### src/rtl/pwr_stamp_pkg.sv
package pwr_stamp_pkg;
  localparam int unsigned FIELD_W = 8;
  localparam int unsigned FIELDS  = 5;
  localparam int unsigned STAMP_W = FIELD_W * FIELDS;

  typedef struct packed {
    logic [FIELD_W-1:0] mon;
    logic [FIELD_W-1:0] date;
    logic [FIELD_W-1:0] hour;
    logic [FIELD_W-1:0] min;
    logic [FIELD_W-1:0] sec;
  } stamp_t;
endpackage

### src/rtl/pwr_edge_det.sv
module pwr_edge_det #(
  parameter int unsigned STAGES = 2
) (
  input  logic clk_i,
  input  logic rst_ni,
  input  logic async_i,
  output logic rise_o,
  output logic fall_o
);
  logic [STAGES-1:0] sync_q;
  logic              prev_q;

  // reset assumes main power
  always_ff @(posedge clk_i or negedge rst_ni) begin
    if (!rst_ni) begin
      sync_q <= '0;
      prev_q <= 1'b0;
    end else begin
      sync_q <= {sync_q[STAGES-2:0], async_i};
      prev_q <= sync_q[STAGES-1];
    end
  end

  assign rise_o = sync_q[STAGES-1] & ~prev_q;
  assign fall_o = ~sync_q[STAGES-1] & prev_q;

  a_r7_rise_pulse: assert property (@(posedge clk_i) disable iff (!rst_ni)
    rise_o |=> !rise_o);
  a_r7_fall_pulse: assert property (@(posedge clk_i) disable iff (!rst_ni)
    fall_o |=> !fall_o);
endmodule

### src/rtl/pwr_stamp_reg.sv
module pwr_stamp_reg
  import pwr_stamp_pkg::*;
#(
  parameter bit KEEP_FIRST = 1'b0
) (
  input  logic   clk_i,
  input  logic   rst_ni,
  input  logic   cap_i,
  input  logic   clr_i,
  input  stamp_t time_i,
  output stamp_t stamp_o
);
  stamp_t stamp_q;

  generate
    if (KEEP_FIRST) begin : g_first
      logic held_q;
      logic take;

      // clear first, then capture on the same cycle
      assign take = cap_i & (clr_i | ~held_q);

      always_ff @(posedge clk_i or negedge rst_ni) begin
        if (!rst_ni) begin
          stamp_q <= '0;
          held_q  <= 1'b0;
        end else if (take) begin
          stamp_q <= time_i;
          held_q  <= 1'b1;
        end else if (clr_i) begin
          stamp_q <= '0;
          held_q  <= 1'b0;
        end
      end

      a_r3_hold_first: assert property (@(posedge clk_i) disable iff (!rst_ni)
        (held_q && !clr_i) |=> $stable(stamp_o));
      a_r6_clear_then_take: assert property (@(posedge clk_i) disable iff (!rst_ni)
        (cap_i && clr_i) |=> (stamp_o == $past(time_i)) && held_q);
    end else begin : g_last
      always_ff @(posedge clk_i or negedge rst_ni) begin
        if (!rst_ni)    stamp_q <= '0;
        else if (cap_i) stamp_q <= time_i;
        else if (clr_i) stamp_q <= '0;
      end

      a_r4_take_last: assert property (@(posedge clk_i) disable iff (!rst_ni)
        cap_i |=> stamp_o == $past(time_i));
    end
  endgenerate

  assign stamp_o = stamp_q;

  a_r5_clear_zero: assert property (@(posedge clk_i) disable iff (!rst_ni)
    (clr_i && !cap_i) |=> stamp_o == '0);
  a_r8_idle_stable: assert property (@(posedge clk_i) disable iff (!rst_ni)
    (!clr_i && !cap_i) |=> $stable(stamp_o));
endmodule

### src/rtl/pwr_stamp_top.sv
module pwr_stamp_top
  import pwr_stamp_pkg::*;
#(
  parameter int unsigned SYNC_STAGES = 2
) (
  input  logic               clk_i,
  input  logic               rst_ni,
  input  logic               on_batt_i,
  input  logic               clr_i,
  input  logic [STAMP_W-1:0] time_i,
  output logic [STAMP_W-1:0] m2b_stamp_o,
  output logic [STAMP_W-1:0] b2m_stamp_o
);
  logic   to_batt, to_main;
  stamp_t now, m2b, b2m;

  assign now = stamp_t'(time_i);

  pwr_edge_det #(.STAGES(SYNC_STAGES)) u_edge (
    .clk_i   (clk_i),
    .rst_ni  (rst_ni),
    .async_i (on_batt_i),
    .rise_o  (to_batt),
    .fall_o  (to_main)
  );

  pwr_stamp_reg #(.KEEP_FIRST(1'b1)) u_m2b (
    .clk_i   (clk_i),
    .rst_ni  (rst_ni),
    .cap_i   (to_batt),
    .clr_i   (clr_i),
    .time_i  (now),
    .stamp_o (m2b)
  );

  pwr_stamp_reg #(.KEEP_FIRST(1'b0)) u_b2m (
    .clk_i   (clk_i),
    .rst_ni  (rst_ni),
    .cap_i   (to_main),
    .clr_i   (clr_i),
    .time_i  (now),
    .stamp_o (b2m)
  );

  assign m2b_stamp_o = m2b;
  assign b2m_stamp_o = b2m;

  a_r8_one_edge: assert property (@(posedge clk_i) disable iff (!rst_ni)
    $onehot0({to_batt, to_main}));
  a_r8_rise_keeps_b2m: assert property (@(posedge clk_i) disable iff (!rst_ni)
    (to_batt && !clr_i) |=> $stable(b2m_stamp_o));
  a_r8_fall_keeps_m2b: assert property (@(posedge clk_i) disable iff (!rst_ni)
    (to_main && !clr_i) |=> $stable(m2b_stamp_o));
endmodule

### config.mk
export PLATFORM = sky130hd
export DESIGN_NAME = pwr_stamp_top
export DESIGN_NICKNAME = d
export VERILOG_FILES = /design/src/rtl/pwr_stamp_pkg.sv /design/src/rtl/pwr_edge_det.sv /design/src/rtl/pwr_stamp_reg.sv /design/src/rtl/pwr_stamp_top.sv
export SDC_FILE = /design/constraint.sdc
export NUM_CORES = 1
export LEC_CHECK = 0
export ABC_AREA = 1
export BUFFER_PORTS_ARGS = -buffer_cell sky130_fd_sc_hd__buf_2
export CAP_MARGIN = 40
export CORE_MARGIN = 10
export CORE_UTILIZATION = 50
export CTS_BUF_LIST = sky130_fd_sc_hd__clkbuf_8
export DETAILED_ROUTE_END_ITERATION = 12
export HOLD_SLACK_MARGIN = 0.1
export PLACE_DENSITY = 0.79
export SYNTH_ARGS = -nofsm -noshare
export SYNTH_HDL_FRONTEND = slang
export SYNTH_HIERARCHICAL = 1
export SYNTH_SLANG_ARGS = --single-unit
### constraint.sdc
create_clock -name clk_i -period 1.5 [get_ports clk_i]
set_input_delay 0.15 -clock clk_i [delete_from_list [all_inputs] [get_ports clk_i]]
set_output_delay 0.15 -clock clk_i [all_outputs]
set_load 0.01 [all_outputs]
---- After elaboration in Yosys (flattened, before gate mapping) ----
Index checks and enable logic that the tools add are counted.
storage, ports and cells
  bits in registers ....................... 84
  word-level logic and storage cells ...... 27
operators by class
  mux-type cells .......................... 5
  bitwise gates (word level) .............. 7
  reduce and logical (&&, ||, !) cells .... 2
operators by type and width
  kind                number
  40-bit two-way mux  3
  2-bit nonzero test  2
  1-bit bitwise AND   3
  1-bit inverter      3
  1-bit two-way mux   2
  1-bit OR            1

---- Logic depth before layout (Yosys ltp) ----
Gate-level depths: netlist (run 1).
  depth in word-level cells ............... 4
  depth in mapped cells ................... 7

---- By module ----
Netlist (run 1), hierarchy kept.
modules (own cells, without submodules)
  module                  instances  cells an instance  area each (µm²)  seq. area each (µm²)
  pwr_stamp_reg at u_m2b  1          180                1657.8           1026.0
  pwr_stamp_reg at u_b2m  1          170                1581.5           1001.0
  pwr_edge_det            1          7                  90.1             75.1

---- Worst setup path before layout (run 1) ----
Ideal clock, no wire load.
  path type ............................... register -> register
  from .................................... register u_edge.sync_q[1]
  to ...................................... register u_m2b.stamp_q (netlist bit u_m2b/stamp_o[24])
  library setup time ...................... 0.065 ns
  arrival ................................. 1.004 ns
  data required time ...................... 1.435 ns
  path slack .............................. 0.430 ns
  cell stages (with the launch flop) ...... 8
  path buffers ............................ 2
  period minus slack after synthesis ...... 1.070 ns
  path through ............................ dfrtp_1 > inv_1 > nor2_1 > buf_6 > a21oi_4 > buf_6 > nand2_1 > nand2_1
between the ends
  longest elaborated chain between the ends .. 3
ends and longest elaborated chain
  item                                                      line                 source
  from (decl)                                               pwr_edge_det.sv:10   logic [STAGES-1:0] sync_q;
  from (signal assigned)                                    pwr_edge_det.sv:19   sync_q <= {sync_q[STAGES-2:0], async_i};
  1-bit bitwise AND (*)                                     pwr_edge_det.sv:24   assign rise_o = sync_q[STAGES-1] & ~prev_q;
  net to_batt                                               pwr_stamp_top.sv:14  logic to_batt, to_main;
  1-bit bitwise AND (*)                                     pwr_stamp_reg.sv:21  assign take = cap_i & (clr_i | ~held_q);
  40-bit two-way mux or 2-bit nonzero test (tied branches)  n/a
  to (signal assigned)                                      pwr_stamp_reg.sv:28  stamp_q <= time_i;
  to (decl)                                                 pwr_stamp_reg.sv:13  stamp_t stamp_q;
The timed path passes the listed nets; every way through them passes the cells marked *.
A chain may end at the register's enable or synchronous reset.

---- Worst setup path in the final report (run 1) ----
  from .................................... register u_edge.prev_q
  to ...................................... register u_b2m.stamp_q (netlist bit u_b2m/stamp_o[37])
between the ends
  longest elaborated chain between the ends .. 2
ends and longest elaborated chain
  item                                                      line                 source
  from (decl)                                               pwr_edge_det.sv:11   logic prev_q;
  from (signal assigned)                                    pwr_edge_det.sv:20   prev_q <= sync_q[STAGES-1];
  1-bit bitwise AND (*)                                     pwr_edge_det.sv:25   assign fall_o = ~sync_q[STAGES-1] & prev_q;
  net to_main                                               pwr_stamp_top.sv:14
  40-bit two-way mux or 2-bit nonzero test (tied branches)  n/a
  to (signal assigned)                                      pwr_stamp_reg.sv:43  else if (cap_i) stamp_q <= time_i;
  to (decl)                                                 pwr_stamp_reg.sv:13
Marks and branches as above.

==> summary.md, run 1 <==
| Metric | Value |
|---|---|
| Status | completed |
| Initial antenna violation count | 2 |
| FF+latch count, synth | 84 |
| Layout cells sized above 1 | 30.73% |
| Share of the synthesized area in the top cell type | 63.13% |
| Row cnt | 29 |
| Pleak | 2.741 nW |
| Unrepaired setup endpoints after global routing | no |
| Fin. Hold Viols | 0 |
| F_max | 711.6 MHz |
| Clock transition at path regs | 90 ps |
| Top-level port count | 124 |
| Routed Antenna Nets | 0 |
| Cts bufs inserted | 9 |
| Layout Nets | 563 |
| Routed wire length | 9.539 mm |
| Max-slew violations | 0 |
| Largest fanout on the critical path | 40 |
| Critical path type | flip-flop to flip-flop |
| RD Place Congestion | 0.7805 |
| Avg Cell Area, Syn | 9.326 sq um |
| Setup TNS | 0 ps |
| Setup crit start | u_edge/prev_q$_DFF_PN0_ |
| Final setup vio count | 0 |
| Rel. slew slack | 56.95% |
| Clk buf depth | 2 |
| Cell area after synthesis | 3329 sq um |
| Worst-Skew Late Latency | 350 ps |
| Post-DP HPWL | 6.101 mm |
| Global route overflow | 0 |
| DR iter-0 viols | 181 |
| Synth warn | 6 |
| Crit path capture type | flip-flop |
| Drt first pass iters | 4 |
| Post-CTS Setup Bufs | 0 |
| Starting Density | 51.84% |
| Leading area contributor after synthesis | dfrtp_1 |
| Remaining DRCs | 0 |
| Worst vdd rail ir drop | 0.6867 mV |
| Wirelength per Cell | 15.82 um |
| Final hold slack | 301.2 ps |
| Post-synthesis cell count | 357 |
| Die width | 101.6 um |
| Final Cycle Share | 93.68% |
| Area of the die | 10,320 sq um |
| Pwr per Cell Area | 1128 nW/um^2 |
| Clk root buf | clkbuf_8 |
| First-pass GRT wire length | 14.97 mm |
| Placed cell count | 543 |
| Port Buf Inserts | 123 |
| CTS tree | done |
| Area growth syn-to-layout | 39.27% |
| CP Data Required Time | 1780 ps |
| Largest net degree at the start of global routing | 85 |
| Post-CTS sizing | 0 |
| Final core occ | 72.20% |
| Number of global-route vias before repair | 3,038 |
| Gr usage total | 18.15% |
| Critical Path AT | 1680 ps |
| Register area share after synthesis | 63.13% |
| Hold WC Path Type | primary input to flip-flop |
| Worst Hold Launch | clr_i |
| Via Count | 2,990 |
| Via density | 4.959 |
| Layout Cells excl Fill | 603 |
| Core area | 6422 sq um |
| Max Cap Viol | 0 |
| Mapped Nets | 401 |
| Tmin final | 1405 ps |
| Clk_skew | 11.61 ps |
| R2r startpoint | u_edge/prev_q$_DFF_PN0_ |
| CTS H-tree lvls | 3 |
| Worst-Margin Slew | 645.7 ps |
| Synth top area cells | dfrtp_1, nand2_1, nand3_1 |
| Critical path startpoint category | flip-flop |
| Clock sink count | 84 |
| Die height | 101.6 um |
| Cell variety after synth | 11 |
==> cells by family after synthesis <==
logic type | after synthesis | share of synthesized area, %
simple gates | 245 | 30.36
compound gates | 1 | 0.4887
flops | 84 | 63.13
buf+inv | 27 | 6.013
==> final timing paths <==
path                                                  to  slack, ps  cells past startpoint
setup / recovery           u_b2m/stamp_o[37]$_DFFE_PN0P_         90                      5
hold reg to reg               u_edge/sync_q[1]$_DFF_PN0_        360                      0
hold / removal             u_b2m/stamp_o[20]$_DFFE_PN0P_        300                      4
setup reg to reg           u_b2m/stamp_o[37]$_DFFE_PN0P_         90                      5
min in group asynchronous   u_m2b/stamp_o[8]$_DFFE_PN0P_        350                      3
max in group asynchronous  u_b2m/stamp_o[29]$_DFFE_PN0P_        790                      3
==> cell usage after synthesis, drive strengths merged <==
cell   count
nand2    202
dfrtp     84
nand3     40
buf       22
inv        5
nor2       3
a21oi      1
==> routing by layer <==
| metal | GRT usage [%] | vias up | routed length (um) |
|---|---|---|---|
| met4 | 9.241 | 0 | 194 |
| met5 | 0 | - | 0 |
| met2 | 30.86 | 124 | 4990 |
| met1 | 20.27 | 1422 | 3663 |
| met3 | 5.378 | 19 | 691 |
| li1 | - | 1425 | - |
==> layout by cell type (no fill, tap or decap), types with 2 or more instances in the layout <==
cell type	netlist	routed
dlygate4sd3_1	0	42
nand3_1	40	40
diode_2	0	2
dfrtp_1	84	84
buf_4	0	7
bufinv_16	0	3
buf_2	12	122
inv_1	5	5
clkbuf_8	0	10
nand2_1	192	192
nor2_4	0	2
nand2_2	10	10
buf_12	1	2
==> cell type report <==
| type | instances | area [sq um] |
|---|---|---|
| inverter | 5 | 18.77 |
| antenna | 2 | 5.005 |
| sequential | 84 | 2102 |
| fill | 481 | 1785 |
| multi-input combinational | 246 | 1042 |
| tap | 77 | 96.34 |
| timing repair buffer | 173 | 1124 |
| clock inverter | 6 | 111.4 |
| clock buffer | 10 | 137.6 |
==> registers in the layout, summed over array words and instances (netlist names) <==
signal                count
u_m2b/stamp_o            40
u_m2b/g_first.held_q      1
u_b2m/stamp_o            40
u_edge/sync_q             2
u_edge/prev_q             1
==> where the power goes <==
part           total [mW]  internal (mW)  switching (mW)
Sequential           2.51           2.42          0.0904
Combinational       0.762          0.319           0.443
Clock                1.95           1.15           0.803
Total                5.23           3.89            1.34
==> repair_timing <==
item,CTS,global route
endpoints found under the setup margin,0,0
hold buffers,42,0
hold endpoints to repair,165,0
==> metrics by stage <==
| stage | power, mW | worst slack (ps) | area (sq um) |
|---|---|---|---|
| floorplan | 2.887 | 430.4 | 3329 |
| global placement | 3.210 | 195.4 | 3963 |
| detailed placement | 3.233 | 124.0 | 3963 |
| CTS | 5.275 | 111.1 | 4632 |
| global route | 5.442 | 22.32 | 4637 |
| finish | 5.229 | 94.80 | 4637 |
==> worst max-delay path, cell delays in order, from the launching register on <==
cell	delay [ps]
dfrtp_1	410
inv_1	100
nor2_4	60
nor2_8	530
nand2_1	140
nand2_1	90
(Power assumes the default switching activity.)
==> run 2: changes to the inputs <==
--- a/config.mk
+++ b/config.mk
@@ -6,14 +6,15 @@
 export NUM_CORES = 1
 export LEC_CHECK = 0
 export ABC_AREA = 1
-export BUFFER_PORTS_ARGS = -buffer_cell sky130_fd_sc_hd__buf_2
 export CAP_MARGIN = 40
 export CORE_MARGIN = 10
 export CORE_UTILIZATION = 50
 export CTS_BUF_LIST = sky130_fd_sc_hd__clkbuf_8
 export DETAILED_ROUTE_END_ITERATION = 12
+export DONT_BUFFER_PORTS = 1
 export HOLD_SLACK_MARGIN = 0.1
-export PLACE_DENSITY = 0.79
+export PLACE_DENSITY = 0.63
+export SKIP_CTS_REPAIR_TIMING = 1
 export SYNTH_ARGS = -nofsm -noshare
 export SYNTH_HDL_FRONTEND = slang
 export SYNTH_HIERARCHICAL = 1
==> run 2 against run 1 <==
The run now ends with negative hold slack left; routed wire length decreased by 13%; clock-buffer cell count unchanged; global-route usage decreased by 3.0 points; non-clock buffer count decreased by 124; via count decreased by 19%; final cell count decreased by 21%; total power decreased by 9.3%; register-to-register slack improved by 70 ps; combinational power decreased by 47%; maximum frequency increased by 5.4%; critical path type unchanged; highest routed layer unchanged.
==> summary.md, run 2 (synthesis results as in run 1) <==
| Metric | Value |
|---|---|
| CTS H-tree lvls | 3 (unchanged) |
| Critical path type | flip-flop to flip-flop (unchanged) |
| CP max stage delay | 490 ps (was 530 ps) |
| Worst path most repeated cell | nand2_1 (unchanged) |
| Worst vdd rail ir drop | 0.5987 mV (was 0.6867 mV) |
| Failing checks | negative hold slack |
| Setup TNS | 0 ps (unchanged) |
| Int Pwr | 3.570 mW (was 3.892 mW) |
| Number of global-route vias before repair | 2,184 (was 3,038) |
| Layout Nets | 439 (was 563) |
| Post-DP HPWL | 5.358 mm (was 6.101 mm) |
| Pwr Total | 4.741 mW (was 5.229 mW) |
| Final Cycle Share | 88.92% (was 93.68%) |
| Largest fanout on the critical path | 40 (unchanged) |
| Via Count | 2,413 (was 2,990) |
| Starting Density | 51.84% (unchanged) |
| Area of the die | 10,320 sq um (unchanged) |
| R2R setup slack | 170 ps (was 90 ps) |
| Drt first pass iters | 4 (unchanged) |
| Worst-Margin Slew | 633.7 ps (was 645.7 ps) |
| F_max | 749.8 MHz (was 711.6 MHz) |
| Critical path cell sequence | inv_1 > nor2_4 > nor2_8 > nand2_1 > nand2_1 (unchanged) |
| Die height | 101.6 um (unchanged) |
| Clk root buf | clkbuf_8 (unchanged) |
| Tmin final | 1334 ps (was 1405 ps) |
| R2R Path End | u_b2m/stamp_o[35]$_DFFE_PN0P_ (was u_b2m/stamp_o[37]$_DFFE_PN0P_) |
| Die width | 101.6 um (unchanged) |
| Status | finished with violations (was completed) |
| Cts bufs inserted | 9 (unchanged) |
| Core area | 6422 sq um (unchanged) |
| Clock transition at path regs | 80 ps (was 90 ps) |
| Crit path capture type | flip-flop (unchanged) |
| Clk buf depth | 2 (unchanged) |
| Combinational Power Share | 8.6% (was 14.6%) |
| Clock sink count | 84 (unchanged) |
| CTS tree | done (unchanged) |
| Fillers | 536 (was 481) |
| Critical Path AT | 1600 ps (was 1680 ps) |
| DP Worst Slack | 133.6 ps (was 124.0 ps) |
| Max-slew violations | 0 (unchanged) |
| Clk_skew | 9.273 ps (was 11.61 ps) |
| Wirelength per Cell | 17.34 um (was 15.82 um) |
| Fin. Hold Viols | 84 (was 0) |
| Clock share of power | 36.0% (was 37.4%) |
| Placed cell areas | 3337 sq um (was 3963 sq um) |
| CP Data Required Time | 1760 ps (was 1780 ps) |
| Via density | 5.069 (was 4.959) |
| Commonest non-fill, non-tap cell in the layout | nand2_1 (unchanged) |
| Rel. slew slack | 57.76% (was 56.95%) |
| Final hold slack | -497.3 ps (was 301.2 ps) |
| Final setup vio count | 0 (unchanged) |
| Unrepaired setup endpoints after global routing | no (unchanged) |
| Hold WC Path Type | primary input to async pin (was primary input to flip-flop) |
| Global route overflow | 0 (unchanged) |
| Final Cell Area | 3973 sq um (was 4637 sq um) |
| Worst-Skew Late Latency | 330 ps (was 350 ps) |
| R2r startpoint | u_edge/prev_q$_DFF_PN0_ (unchanged) |
| Ant diodes | 0 (was 2) |
| Worst path slowest cell | nor2_8 (unchanged) |
| Critical path startpoint category | flip-flop (unchanged) |
| Largest net degree at the start of global routing | 85 (unchanged) |
| Commonest cells after routing, fill and taps aside | nand2_1, dfrtp_1, dlygate4sd3_1 (was nand2_1, buf_2, dfrtp_1) |
| Gr usage total | 15.12% (was 18.15%) |
| Sw power | 1.172 mW (was 1.336 mW) |
| Routed wire length | 8.254 mm (was 9.539 mm) |
| Routed Antenna Nets | 0 (unchanged) |
| Initial antenna violation count | 0 (was 2) |
| Pleak | 2.156 nW (was 2.741 nW) |
| Row cnt | 29 (unchanged) |
| Part of the power in registers | 55.4% (was 48.0%) |
| Pwr per Cell Area | 1193 nW/um^2 (was 1128 nW/um^2) |
| Max Cap Viol | 0 (unchanged) |
| RD Place Congestion | 0.7167 (was 0.7805) |
| First-pass GRT wire length | 12.12 mm (was 14.97 mm) |
| Sw Share | 24.71% (was 25.56%) |
| Remaining DRCs | 0 (unchanged) |
| FF-to-FF path depth | 5 (unchanged) |
| Layout cells sized above 1 | 8.772% (was 30.73%) |
| DR iter-0 viols | 62 (was 181) |
| Top-level port count | 124 (unchanged) |
| Port Buf Inserts | 0 (was 123) |
| Area growth syn-to-layout | 19.32% (was 39.27%) |
| Setup ws final | 166.2 ps (was 94.80 ps) |
run 2: worst max path at each step:
stage | start | endpoint | slack (ps) | depth (start not counted)
global route | u_edge/prev_q$_DFF_PN0_ | u_b2m/stamp_o[9]$_DFFE_PN0P_ | 20 | 5
finish | u_edge/prev_q$_DFF_PN0_ | u_b2m/stamp_o[35]$_DFFE_PN0P_ | 170 | 5
detailed placement | u_edge/prev_q$_DFF_PN0_ | u_b2m/stamp_o[24]$_DFFE_PN0P_ | 130 | 5
global placement | u_edge/prev_q$_DFF_PN0_ | u_b2m/stamp_o[4]$_DFFE_PN0P_ | 160 | 5
CTS | u_edge/prev_q$_DFF_PN0_ | u_b2m/stamp_o[35]$_DFFE_PN0P_ | 110 | 5
floorplan | u_edge/sync_q[1]$_DFF_PN0_ | u_m2b/stamp_o[24]$_DFFE_PN0P_ | 430 | 7
run 2: worst max-delay path: cells and delay by family (launching register included):
family | cells | cell delay [ps]
and+or+nand+nor | 4 | 740
DFF | 1 | 410
buffers and inverters | 1 | 100
run 2: cell type report:
class	count	area [sq um]	area share (%)
Multi-Input combinational cell	246	1042	26.24
Sequential cell	84	2102	52.91
Tap cell	77	96.34	2.425
Clock buffer	10	137.6	3.465
Timing Repair Buffer	49	498.0	12.54
Clock inverter	5	77.57	1.953
Inverter	5	18.77	0.4724
run 2: power by group through the flow:
| stage | sequential (mW) | combinational (mW) | clock (mW) |
|---|---|---|---|
| floorplan | 2.62 | 0.263 | 0 |
| global placement | 2.68 | 0.292 | 0 |
| detailed placement | 2.68 | 0.301 | 0 |
| CTS | 2.64 | 0.301 | 1.76 |
| global route | 2.65 | 0.460 | 1.86 |
| finish | 2.63 | 0.407 | 1.71 |
run 2: routing by layer:
metal / vias up / wire length (um) / track usage, %
li1: 1175 / - / -
met3: 5 / 808 / 6.331
met2: 88 / 3915 / 23.56
met1: 1145 / 3479 / 18.36
met5: - / 0 / 0
met4: 0 / 51 / 5.611
run 2: stage by stage:
stage / util (%) / cells
4_1_cts: 55.31 / 434
3_3_place_gp: 51.96 / 419
2_1_floorplan: - / 357
6_report: 61.85 / 476
3_5_place_dp: 51.96 / 419
5_1_grt: 61.85 / 476
==> run 3: changes to the inputs <==
--- a/config.mk
+++ b/config.mk
@@ -14,6 +14,7 @@
 export DONT_BUFFER_PORTS = 1
 export HOLD_SLACK_MARGIN = 0.1
 export PLACE_DENSITY = 0.63
+export SETUP_SLACK_MARGIN = 0.3
 export SKIP_CTS_REPAIR_TIMING = 1
 export SYNTH_ARGS = -nofsm -noshare
 export SYNTH_HDL_FRONTEND = slang
==> constraint.sdc (replaced) <==
create_clock -name clk_i -period 1.7 [get_ports clk_i]
set_input_delay 0.17 -clock clk_i [delete_from_list [all_inputs] [get_ports clk_i]]
set_output_delay 0.17 -clock clk_i [all_outputs]
set_load 0.01 [all_outputs]
==> run 3 against run 2 <==
The flow still finishes with violations (negative hold slack); utilization fell by 0.14 points; sequential cell count did not move; largest power group unchanged; combinational power fell by 11%; highest routed layer unchanged; final cell count rose by 0.42%; via count rose by 0.66%; non-clock buffer count did not move; first-iteration DRC count rose by 34%; largest cell class unchanged.
==> summary.md, run 3 (synthesis results as in run 1) <==
| Metric | Value |
|---|---|
| Status | finished with violations (unchanged) |
| Failing checks | negative hold slack (unchanged) |
| Largest fanout on the critical path | 18 (was 40) |
| Final Cell Area | 3964 sq um (was 3973 sq um) |
| R2R setup slack | 430 ps (was 170 ps) |
| Area growth syn-to-layout | 19.05% (was 19.32%) |
| Clock share of power | 35.4% (was 36.0%) |
| Hold WC Path Type | primary input to async pin (unchanged) |
| Unrepaired setup endpoints after global routing | no (unchanged) |
| First-pass GRT wire length | 12.39 mm (was 12.12 mm) |
| Int Pwr | 3.098 mW (was 3.570 mW) |
| DR iter-0 viols | 83 (was 62) |
| Die height | 101.6 um (unchanged) |
| Cts bufs inserted | 9 (unchanged) |
| Commonest non-fill, non-tap cell in the layout | nand2_1 (unchanged) |
| Final setup vio count | 0 (unchanged) |
| Commonest cells after routing, fill and taps aside | nand2_1, dfrtp_1, dlygate4sd3_1 (unchanged) |
| Sw Share | 25.28% (was 24.71%) |
| Tmin final | 1274 ps (was 1334 ps) |
| FF-to-FF path depth | 5 (unchanged) |
| Remaining DRCs | 0 (unchanged) |
| Max Cap Viol | 0 (unchanged) |
| Clock sink count | 84 (unchanged) |
| CTS H-tree lvls | 3 (unchanged) |
| Area of the die | 10,320 sq um (unchanged) |
| Part of the power in registers | 55.9% (was 55.4%) |
| Via Count | 2,429 (was 2,413) |
| Layout Nets | 441 (was 439) |
| Via density | 5.082 (was 5.069) |
| Final hold slack | -481.7 ps (was -497.3 ps) |
| Setup TNS | 0 ps (unchanged) |
| Critical path type | flip-flop to flip-flop (unchanged) |
| Combinational Power Share | 8.7% (was 8.6%) |
| Routed wire length | 8.674 mm (was 8.254 mm) |
| Core area | 6422 sq um (unchanged) |
| Drt first pass iters | 4 (unchanged) |
| Rel. slew slack | 69.84% (was 57.76%) |
| Pleak | 2.146 nW (was 2.156 nW) |
| Sw power | 1.048 mW (was 1.172 mW) |
| Final Cycle Share | 74.96% (was 88.92%) |
| Ant diodes | 0 (unchanged) |
| Placed cell count | 419 (unchanged) |
| Worst vdd rail ir drop | 0.5152 mV (was 0.5987 mV) |
| Critical path startpoint category | flip-flop (unchanged) |
| Gr usage total | 15.51% (was 15.12%) |
| Clock transition at path regs | 80 ps (about the same) |
| Clk buf depth | 2 (unchanged) |
| Max-slew violations | 0 (unchanged) |
| Post-DP HPWL | 5.399 mm (was 5.358 mm) |
| Largest net degree at the start of global routing | 85 (unchanged) |
| CP Data Required Time | 1980 ps (was 1760 ps) |
| Layout cells sized above 1 | 9.227% (was 8.772%) |
| Number of global-route vias before repair | 2,240 (was 2,184) |
| Critical Path AT | 1550 ps (was 1600 ps) |
| Layout Cells excl Fill | 478 (was 476) |
| Crit path capture type | flip-flop (unchanged) |
| F_max | 784.7 MHz (was 749.8 MHz) |
| Placed cell areas | 3312 sq um (was 3337 sq um) |
| Routed Antenna Nets | 0 (unchanged) |
| Fin. Hold Viols | 84 (unchanged) |
| Worst-Margin Slew | 452.4 ps (was 633.7 ps) |
| Die width | 101.6 um (unchanged) |
| Row cnt | 29 (unchanged) |
| Global route overflow | 0 (unchanged) |
| Worst-Skew Late Latency | 340 ps (was 330 ps) |
| Initial antenna violation count | 0 (unchanged) |
| Clk_skew | 7.792 ps (was 9.273 ps) |
| Starting Density | 51.84% (unchanged) |
| R2r startpoint | u_edge/prev_q$_DFF_PN0_ (unchanged) |
| R2R Path End | u_b2m/stamp_o[37]$_DFFE_PN0P_ (was u_b2m/stamp_o[35]$_DFFE_PN0P_) |
| Port Buf Inserts | 0 (unchanged) |
| Pwr per Cell Area | 1046 nW/um^2 (was 1193 nW/um^2) |
| Top-level port count | 124 (unchanged) |
| CTS tree | done (unchanged) |
| Final core occ | 61.72% (was 61.85%) |
| RD Place Congestion | 0.7145 (was 0.7167) |
| Clk root buf | clkbuf_8 (unchanged) |
| Wirelength per Cell | 18.15 um (was 17.34 um) |
## run 3: worst max-delay path by stage
stage / from / to / slack [ps]
2_1_floorplan: u_edge/sync_q[1]$_DFF_PN0_ / u_m2b/stamp_o[24]$_DFFE_PN0P_ / 630
3_3_place_gp: u_edge/prev_q$_DFF_PN0_ / u_b2m/stamp_o[4]$_DFFE_PN0P_ / 360
3_5_place_dp: u_edge/prev_q$_DFF_PN0_ / u_b2m/stamp_o[17]$_DFFE_PN0P_ / 350
4_1_cts: u_edge/prev_q$_DFF_PN0_ / u_b2m/stamp_o[17]$_DFFE_PN0P_ / 320
5_1_grt: u_edge/prev_q$_DFF_PN0_ / u_b2m/stamp_o[21]$_DFFE_PN0P_ / 300
6_report: u_edge/prev_q$_DFF_PN0_ / u_b2m/stamp_o[37]$_DFFE_PN0P_ / 430
## run 3: power groups by stage
stage / registers [mW] / clock network, mW / logic, mW
after global routing: 2.34 / 1.61 / 0.410
after global placement: 2.36 / 0 / 0.248
after detailed placement: 2.36 / 0 / 0.256
after CTS: 2.33 / 1.52 / 0.256
after floorplan: 2.32 / 0 / 0.232
final: 2.32 / 1.47 / 0.361
## run 3: final cells by class
cell class / count / area (sq um)
multi-input combinational: 248 / 1065
tap: 77 / 96.34
clock buffer: 9 / 123.9
clock inverter: 6 / 81.33
inverter: 5 / 18.77
sequential: 84 / 2102
fill: 545 / 2459
timing repair buffer: 49 / 476.7
## run 3: critical path, cell delays in order (launching register included)
cell and delay, ps:
dfrtp_1 390, inv_1 80, nor2_4 290, buf_4 300, nand2_1 70, nand2_1 80
## run 3: metal layers
layer / GRT usage, % / wire [um]
met2: 23.46 / 4208
met3: 6.875 / 886
met5: 0 / 0
met4: 6.381 / 69
met1: 18.94 / 3510
## run 3: per-stage QoR
stage	hold WS (ps)	worst slack (ps)	total power [mW]
after floorplan	-125.6	630.4	2.548
after global placement	-123.1	359.1	2.611
after detailed placement	-123.0	353.8	2.620
after CTS	-500.7	318.5	4.099
after global routing	-509.6	303.5	4.363
final	-481.7	425.7	4.146
